===== config.mk =====
export PLATFORM = sky130hd
export DESIGN_NAME = cmt_pulse_timer
export DESIGN_NICKNAME = d
export VERILOG_FILES = /design/src/rtl/tmr_pkg.sv /design/src/rtl/tmr_rst_sync.sv /design/src/rtl/tmr_regs.sv /design/src/rtl/tmr_tick_gen.sv /design/src/rtl/tmr_count_core.sv /design/src/rtl/cmt_pulse_timer.sv
export SDC_FILE = /design/constraint.sdc
export NUM_CORES = 1
export LEC_CHECK = 0
export ABC_AREA = 0
export ABC_CLOCK_PERIOD_IN_PS = 2100
export CAP_MARGIN = 20
export CORE_MARGIN = 2
export CORE_UTILIZATION = 45
export CTS_CLUSTER_DIAMETER = 80
export DETAILED_ROUTE_END_ITERATION = 10
export PLACE_DENSITY = 0.68
export SLEW_MARGIN = 20
export SYNTH_ARGS = -nofsm -noshare
export SYNTH_HDL_FRONTEND = slang
export SYNTH_HIERARCHICAL = 1
export SYNTH_SLANG_ARGS = --single-unit

===== constraint.sdc =====
create_clock -name clk -period 2.1 [get_ports clk]
set_clock_uncertainty 0.2 [all_clocks]
set_input_delay 0.42 -clock clk [delete_from_list [all_inputs] [get_ports clk]]
set_output_delay 0.42 -clock clk [all_outputs]
set_load 0.01 [all_outputs]

===== src/rtl/tmr_pkg.sv =====
package tmr_pkg;

  typedef struct packed {
    logic       out_clr;  // bit 7
    logic       pwm;      // bit 6
    logic       clr_src;  // bit 5
    logic [1:0] psel;     // bits 4:3
    logic [1:0] csel;     // bits 2:1
    logic       en;       // bit 0
  } ctrl_t;

  localparam int CTRL_W = 8;

  localparam logic [1:0] ADDR_CTRL = 2'd0;
  localparam logic [1:0] ADDR_CMP  = 2'd1;
  localparam logic [1:0] ADDR_CNT  = 2'd2;

  localparam logic [1:0] SRC_SYS = 2'b00;

  localparam ctrl_t CTRL_RST = '{out_clr: 1'b1, pwm: 1'b0, clr_src: 1'b0,
                                 psel: 2'b00, csel: 2'b00, en: 1'b0};

endpackage


===== src/rtl/tmr_rst_sync.sv =====
module tmr_rst_sync #(
  parameter int STAGES = 2
) (
  input  logic clk,
  input  logic rst_n,
  output logic rst_n_sync
);

  logic [STAGES-1:0] sync_q;

  always_ff @(posedge clk or negedge rst_n) begin
    if (!rst_n) sync_q <= '0;
    else        sync_q <= {sync_q[STAGES-2:0], 1'b1};
  end

  assign rst_n_sync = sync_q[STAGES-1];

endmodule


===== src/rtl/tmr_regs.sv =====
module tmr_regs
  import tmr_pkg::*;
#(
  parameter int W = 16
) (
  input  logic         clk,
  input  logic         rst_n,
  input  logic         wr_en,
  input  logic [1:0]   wr_addr,
  input  logic [W-1:0] wr_data,
  output ctrl_t        ctrl,
  output logic [W-1:0] cmp
);

  ctrl_t        ctrl_q, ctrl_d;
  logic [W-1:0] cmp_q, cmp_d;
  logic         ctrl_we, cmp_we;

  assign ctrl_we = wr_en && (wr_addr == ADDR_CTRL);
  assign cmp_we  = wr_en && (wr_addr == ADDR_CMP);

  always_comb begin
    ctrl_d = ctrl_q;
    cmp_d  = cmp_q;
    if (ctrl_we) ctrl_d = ctrl_t'(wr_data[CTRL_W-1:0]);
    if (cmp_we)  cmp_d  = wr_data;
  end

  always_ff @(posedge clk or negedge rst_n) begin
    if (!rst_n) begin
      ctrl_q <= CTRL_RST;
      cmp_q  <= '0;
    end else begin
      ctrl_q <= ctrl_d;
      cmp_q  <= cmp_d;
    end
  end

  assign ctrl = ctrl_q;
  assign cmp  = cmp_q;

  // the compare word changes only through a write to its address
  a_r11_cmp_write_only: assert property (@(posedge clk) disable iff (!rst_n)
    !(wr_en && wr_addr == ADDR_CMP) |=> $stable(cmp_q));

endmodule


===== src/rtl/tmr_tick_gen.sv =====
module tmr_tick_gen
  import tmr_pkg::*;
#(
  parameter int PSEL_W = 2
) (
  input  logic              clk,
  input  logic              rst_n,
  input  logic              en,
  input  logic              start,
  input  logic [1:0]        csel,
  input  logic [PSEL_W-1:0] psel,
  output logic              tick
);

  localparam int MAX_DIV = 1 << ((1 << PSEL_W) - 1);
  localparam int PC_W    = (MAX_DIV > 1) ? $clog2(MAX_DIV) : 1;

  logic [PC_W-1:0] pc_q, pc_d, lim;
  logic            src_ok, wrap;

  // divide ratio 2**psel, so the last phase is 2**psel - 1
  assign lim    = PC_W'((1 << psel) - 1);
  assign src_ok = (csel == SRC_SYS);
  assign wrap   = (pc_q == lim);

  always_comb begin
    pc_d = pc_q;
    if (!en || start)   pc_d = '0;
    else if (src_ok)    pc_d = wrap ? '0 : pc_q + 1'b1;
  end

  always_ff @(posedge clk or negedge rst_n) begin
    if (!rst_n) pc_q <= '0;
    else        pc_q <= pc_d;
  end

  assign tick = en && !start && src_ok && wrap;

  // any divided rate never yields ticks on two adjacent cycles
  a_r6_no_adjacent_tick: assert property (@(posedge clk) disable iff (!rst_n)
    (tick && psel != '0) |=> (!tick || psel == '0));

  // no tick from a source other than the system clock
  a_r10_no_foreign_tick: assert property (@(posedge clk) disable iff (!rst_n)
    (csel != SRC_SYS) |-> !tick);

endmodule


===== src/rtl/tmr_count_core.sv =====
module tmr_count_core
  import tmr_pkg::*;
#(
  parameter int W = 16
) (
  input  logic         clk,
  input  logic         rst_n,
  input  ctrl_t        ctrl,
  input  logic [W-1:0] cmp,
  input  logic         tick,
  output logic         start,
  output logic [W-1:0] cnt,
  output logic         pulse_out
);

  logic         en_d_q;
  logic [W-1:0] cnt_q, cnt_d;
  logic         ff_q, ff_d;
  logic         match, match_tick;

  assign start      = ctrl.en && !en_d_q;
  assign match      = (cnt_q == cmp);
  assign match_tick = tick && match;

  // counter: restart on enable, clear or wrap on a ticked match
  always_comb begin
    cnt_d = cnt_q;
    if (start)                        cnt_d = '0;
    else if (match_tick && ctrl.clr_src) cnt_d = '0;
    else if (tick)                    cnt_d = cnt_q + 1'b1;
  end

  // output flip-flop: cleared by out_clr, toggled on match in toggle mode
  always_comb begin
    ff_d = ff_q;
    if (ctrl.out_clr)                 ff_d = 1'b0;
    else if (match_tick && !ctrl.pwm) ff_d = ~ff_q;
  end

  always_ff @(posedge clk or negedge rst_n) begin
    if (!rst_n) begin
      en_d_q <= 1'b0;
      cnt_q  <= '0;
      ff_q   <= 1'b0;
    end else begin
      en_d_q <= ctrl.en;
      cnt_q  <= cnt_d;
      ff_q   <= ff_d;
    end
  end

  assign cnt       = cnt_q;
  assign pulse_out = ff_q && !ctrl.out_clr && !ctrl.pwm;

  // counter frozen while counting is disabled
  a_r3_hold_when_off: assert property (@(posedge clk) disable iff (!rst_n)
    !ctrl.en |=> $stable(cnt_q));

  // clearing match returns the counter to zero
  a_r4_clear_on_match: assert property (@(posedge clk) disable iff (!rst_n)
    (tick && ctrl.clr_src && cnt_q == cmp) |=> (cnt_q == '0));

  // free-running counter wraps to zero
  a_r7_wrap: assert property (@(posedge clk) disable iff (!rst_n)
    (tick && !ctrl.clr_src && cnt_q == '1) |=> (cnt_q == '0));

  // start zeroes the counter and keeps the output level
  a_r8_restart_zero: assert property (@(posedge clk) disable iff (!rst_n)
    start |=> (cnt_q == '0));
  a_r8_restart_level: assert property (@(posedge clk) disable iff (!rst_n)
    (start && !ctrl.out_clr) |=> $stable(ff_q));

endmodule


===== src/rtl/cmt_pulse_timer.sv =====
module cmt_pulse_timer
  import tmr_pkg::*;
#(
  parameter int W      = 16,
  parameter int PSEL_W = 2
) (
  input  logic         clk,
  input  logic         rst_n,
  input  logic         wr_en,
  input  logic [1:0]   wr_addr,
  input  logic [W-1:0] wr_data,
  input  logic [1:0]   rd_addr,
  output logic [W-1:0] rd_data,
  output logic         pulse_out
);

  localparam int PAD_W = W - CTRL_W;

  logic         rst_n_s;
  ctrl_t        ctrl;
  logic [W-1:0] cmp, cnt;
  logic         tick, start;

  tmr_rst_sync #(.STAGES(2)) u_rst (
    .clk        (clk),
    .rst_n      (rst_n),
    .rst_n_sync (rst_n_s)
  );

  tmr_regs #(.W(W)) u_regs (
    .clk     (clk),
    .rst_n   (rst_n_s),
    .wr_en   (wr_en),
    .wr_addr (wr_addr),
    .wr_data (wr_data),
    .ctrl    (ctrl),
    .cmp     (cmp)
  );

  tmr_tick_gen #(.PSEL_W(PSEL_W)) u_tick (
    .clk   (clk),
    .rst_n (rst_n_s),
    .en    (ctrl.en),
    .start (start),
    .csel  (ctrl.csel),
    .psel  (ctrl.psel[PSEL_W-1:0]),
    .tick  (tick)
  );

  tmr_count_core #(.W(W)) u_core (
    .clk       (clk),
    .rst_n     (rst_n_s),
    .ctrl      (ctrl),
    .cmp       (cmp),
    .tick      (tick),
    .start     (start),
    .cnt       (cnt),
    .pulse_out (pulse_out)
  );

  always_comb begin
    unique case (rd_addr)
      ADDR_CTRL: rd_data = {{PAD_W{1'b0}}, ctrl};
      ADDR_CMP:  rd_data = cmp;
      ADDR_CNT:  rd_data = cnt;
      default:   rd_data = '0;
    endcase
  end

  // output-clear keeps the pin low
  a_r2_clear_low: assert property (@(posedge clk) disable iff (!rst_n_s)
    ctrl.out_clr |-> !pulse_out);

  // mode bit set keeps the pin low
  a_r9_pwm_low: assert property (@(posedge clk) disable iff (!rst_n_s)
    ctrl.pwm |-> !pulse_out);

endmodule


==> metrics, run 1 <==
status=finished with violations; violated checks=setup timing; overall fraction of global-route tracks in use=0.220; number of H-tree branching levels=2; antenna-violating nets left=0; I/O pins=40; Die X=81.3 microns; flop and latch count out of synthesis=47; post-route minimum period=2450 ps; Worst R2R End=u_core/cnt[13]$_DFFE_PN0P_; number of vias in the routed layout=2185; met2 WL=3110 microns; buffers and inverters on the worst path=1; met1 layer wirelength in the final routing=3120 microns; number of cells produced by synthesis=232; CP max FO=6; leak pwr=1.65 nW; antenna violations before repair=0; final weighted congestion of routability-driven global placement=0.836; class of the most critical setup path=reg -> reg; vias in the first global route=2211; share of synthesized registers carrying an async set or reset=1.00; average instance area after synthesis=11.6 sq um; core box area=5850 sq um; arrival time of data at the critical path endpoint=2450 ps; maximum number of pins on one net before global-route repair=32; clock sink total=47; number of vias per cell after detailed routing=5.40; Final Total Pwr=0.00246 W; final cell area excluding filler cells=3610 sq um; final setup violating endpoints=17; worst vdd rail ir drop=416 uV; number of synthesized flops with an enable pin=0; wire length after detailed routing=6610 microns; Max-cap violations=0; Sw Ratio=0.314; startpoint of the lowest-slack register-to-register path=u_tick/pc_q[2]$_DFFE_PN0P_; wire length of the first global-routing pass=10900 microns; most prevalent standard cell on the critical path=sky130_fd_sc_hd__nor3_4; count of antenna diodes in the layout=0; area of the die=6610 sq um; Worst-Skew Late Latency=300 ps; CTS root buf=sky130_fd_sc_hd__clkbuf_8; Die Y-Extent=81.3 microns; distinct cell type count after synthesis=60; area growth from synthesis to final layout=34.4%; Comb pwr share=0.313; number of buffer cells added on primary ports=39; starting density of the core=0.459; TritonCTS buffer count=5; final global-route overflow total=0; FF-to-FF setup slack=-350 ps; post-route setup TNS=-5410 ps; cell with the biggest individual delay on the critical path=sky130_fd_sc_hd__dfrtp_2; cts-stage hold buffer count=0; Reg power frac=0.469; setup repair after global routing missed its margin=true; Bufs on Longest Clock Path=2; maximum operating frequency=408 MHz; Clk network pwr share=0.217; CP Cell Sequence=nor3_4 -> o2bb2ai_2 -> and2b_2 -> nor3_4 -> o21ai_2 -> nor3_2 -> buf_4 -> a31o_4 -> or4_1 -> a21bo_1; startpoint type of the worst setup path=flip-flop; fraction of the yosys area taken by sequential cells=0.438; share of the clock period used by the worst path=1.17; path class of the lowest-slack min-delay path=in -> async; delay of the slowest critical-path stage=450 ps; Initial DRT Pass Iterations=4; total placed instance area=3440 sq um; total length of routed met3 wires=270 microns; logic depth of the worst register-to-register path=10; clock slew at reported path FFs=90 ps; pwr dens=681 nW/um^2; category of the worst setup path capture point=flip-flop; Tightest Pin Transition=684 ps; Critical Path RT=2100 ps; top sig layer=met4; share of post-route cells with drive strength above 1=0.421; standard-cell row count=28; First DRT Iteration DRCs=154; Final Max Tran Viols=0; Synth Cell Area=2690 sq um; prevailing post-synth register cell=sky130_fd_sc_hd__dfrtp_1; clock tree from TritonCTS=done; net switching power=0.000772 W; placed wire-length estimate=4760 microns; Post-route DRC=0; worst rel slew slack=0.544; cell type group with the largest total delay on the critical path=simple AND/OR/NAND/NOR gates; Final Hold Violating Endpoints=0; routed length per instance=16.3 microns; # nets final=354; least setup slack across all paths after layout=-352 ps; internal power=0.00169 W; synth warn=6; Mapped Nets=257
## layer usage
layer  vias up  GRT usage
li1       1069          -
met1      1059      0.311
met2        47      0.343
met3        10     0.0467
met4         0     0.0593
met5         -          0
## worst register-to-register path, stage by stage, from the launching register on
cell	delay [ps]
sky130_fd_sc_hd__dfrtp_2	450
sky130_fd_sc_hd__nor3_4	250
sky130_fd_sc_hd__o2bb2ai_2	130
sky130_fd_sc_hd__and2b_2	250
sky130_fd_sc_hd__nor3_4	160
sky130_fd_sc_hd__o21ai_2	90
sky130_fd_sc_hd__nor3_2	180
sky130_fd_sc_hd__buf_4	160
sky130_fd_sc_hd__a31o_4	180
sky130_fd_sc_hd__or4_1	100
sky130_fd_sc_hd__a21bo_1	180
## synthesized netlist by cell type (3+ instances only)
| cell | number | area share |
|---|---|---|
| sky130_fd_sc_hd__dfrtp_1 | 46 | 0.43 |
| sky130_fd_sc_hd__mux2_2 | 24 | 0.10 |
| sky130_fd_sc_hd__a21oi_1 | 12 | 0.022 |
| sky130_fd_sc_hd__xnor2_1 | 12 | 0.039 |
| sky130_fd_sc_hd__o2bb2ai_1 | 10 | 0.033 |
| sky130_fd_sc_hd__nand2_1 | 9 | 0.013 |
| sky130_fd_sc_hd__a22o_1 | 8 | 0.026 |
| sky130_fd_sc_hd__and3_1 | 8 | 0.019 |
| sky130_fd_sc_hd__mux2i_1 | 8 | 0.030 |
| sky130_fd_sc_hd__nor2_1 | 8 | 0.011 |
| sky130_fd_sc_hd__a311oi_1 | 6 | 0.020 |
| sky130_fd_sc_hd__o21ai_0 | 5 | 0.0093 |
| sky130_fd_sc_hd__buf_6 | 4 | 0.017 |
| sky130_fd_sc_hd__inv_1 | 4 | 0.0056 |
| sky130_fd_sc_hd__a21o_1 | 3 | 0.0084 |
| sky130_fd_sc_hd__nand3_1 | 3 | 0.0056 |
| sky130_fd_sc_hd__nand3b_1 | 3 | 0.0084 |
| sky130_fd_sc_hd__nand4_1 | 3 | 0.0070 |
| sky130_fd_sc_hd__nor3_1 | 3 | 0.0056 |
| sky130_fd_sc_hd__xor2_1 | 3 | 0.0098 |
## area by class of cell
cell class	instances	area, sq um
fill	483	2240
multi-input combinational	170	1450
sequential	47	1180
timing repair buffer	101	783
tap	75	93.8
clock buffer	5	68.8
clock inverter	3	15.0
inverter	4	15.0
## power groups by stage
stage | combinational [W] | clock (W) | sequential (W)
2_1_floorplan | 0.000419 | 0 | 0.00115
3_3_place_gp | 0.000735 | 0 | 0.00116
3_5_place_dp | 0.000746 | 0 | 0.00116
4_1_cts | 0.000764 | 0.000551 | 0.00115
5_1_grt | 0.000832 | 0.000594 | 0.00117
6_report | 0.000771 | 0.000535 | 0.00115
## metrics by stage
stage | cells | hold WS [ps] | worst slack, ps | util
after floorplan | 232 | -75.6 | -239 | -
after global placement | 381 | 134 | -551 | 0.588
after detailed placement | 381 | 139 | -561 | 0.588
after CTS | 405 | 61.5 | -306 | 0.619
after global routing | 405 | 68.4 | -450 | 0.617
final | 405 | 68.3 | -352 | 0.617
## cell usage in the layout, fill, tap and decap left out, types with 5 or more instances in the layout
cell and n:
sky130_fd_sc_hd__a21oi_1 11, sky130_fd_sc_hd__a22o_1 8, sky130_fd_sc_hd__a311oi_1 6, sky130_fd_sc_hd__and3_1 8
sky130_fd_sc_hd__buf_2 16, sky130_fd_sc_hd__buf_4 58, sky130_fd_sc_hd__clkbuf_8 5, sky130_fd_sc_hd__clkdlybuf4s50_1 20
sky130_fd_sc_hd__dfrtp_1 43, sky130_fd_sc_hd__mux2_2 24, sky130_fd_sc_hd__mux2i_1 8, sky130_fd_sc_hd__nand2_1 9
sky130_fd_sc_hd__nor2_1 8, sky130_fd_sc_hd__o2bb2ai_2 6, sky130_fd_sc_hd__xnor2_1 12
## worst max path at each step
stage                               start                    endpoint  slack (ps)  depth (start not counted)
4_1_cts        u_tick/pc_q[1]$_DFFE_PN0P_  u_core/cnt[15]$_DFFE_PN0P_        -310                         10
2_1_floorplan  u_tick/pc_q[2]$_DFFE_PN0P_   u_core/cnt[8]$_DFFE_PN0P_        -240                         10
3_5_place_dp                   rd_addr[1]                  rd_data[8]        -560                          6
6_report       u_tick/pc_q[2]$_DFFE_PN0P_  u_core/cnt[13]$_DFFE_PN0P_        -350                         10
3_3_place_gp                   rd_addr[1]                  rd_data[8]        -550                          6
5_1_grt        u_tick/pc_q[2]$_DFFE_PN0P_  u_core/cnt[13]$_DFFE_PN0P_        -450                         10
## timing repair
| action | CTS | global route |
|---|---|---|
| cloned | 1 | 0 |
| pin swaps | 5 | 1 |
| setup endpoints to repair | 34 | 24 |
| gates resized for setup | 82 | 1 |
| buffers inserted | 15 | 1 |
## kinds of logic (layout without fill, tap and decap cells)
group	Yosys count	in the layout	synth area share
AND/OR/NAND/NOR	66	66	0.169
AO/OA/AOI/OAI	53	54	0.152
flip-flops	47	47	0.438
multiplexers	32	32	0.130
buffers and inverters	16	113	0.0507
XOR/XNOR	15	15	0.0489
adder cells (fa/ha/maj)	2	2	0.00931
other	1	1	0.00140
## registers in the layout, indices dropped and copies added, names as in the netlist
register	cells
u_rst/sync_q	2
u_core/ff_q	1
u_regs/ctrl	8
u_regs/cmp	16
u_tick/pc_q	3
u_core/cnt	16
u_core/en_d_q	1
No activity file was read; power rests on OpenSTA's default activity.
==> run 2: changes to the inputs <==
--- a/config.mk
+++ b/config.mk
@@ -10,7 +10,6 @@
 export CAP_MARGIN = 20
 export CORE_MARGIN = 2
 export CORE_UTILIZATION = 45
-export CTS_CLUSTER_DIAMETER = 80
 export DETAILED_ROUTE_END_ITERATION = 10
 export PLACE_DENSITY = 0.68
 export SLEW_MARGIN = 20
==> results of run 2 <==
Final layout, timing and power as in run 1 (identical DEF).
==> run 3: changes to the inputs <==
--- a/config.mk
+++ b/config.mk
@@ -10,6 +10,7 @@
 export CAP_MARGIN = 20
 export CORE_MARGIN = 2
 export CORE_UTILIZATION = 45
+export CTS_BUF_LIST = sky130_fd_sc_hd__clkbuf_2 sky130_fd_sc_hd__clkbuf_4 sky130_fd_sc_hd__clkbuf_8
 export DETAILED_ROUTE_END_ITERATION = 10
 export PLACE_DENSITY = 0.68
 export SLEW_MARGIN = 20
==> results of run 3 <==
Final layout, timing and power as in run 1 (identical DEF).
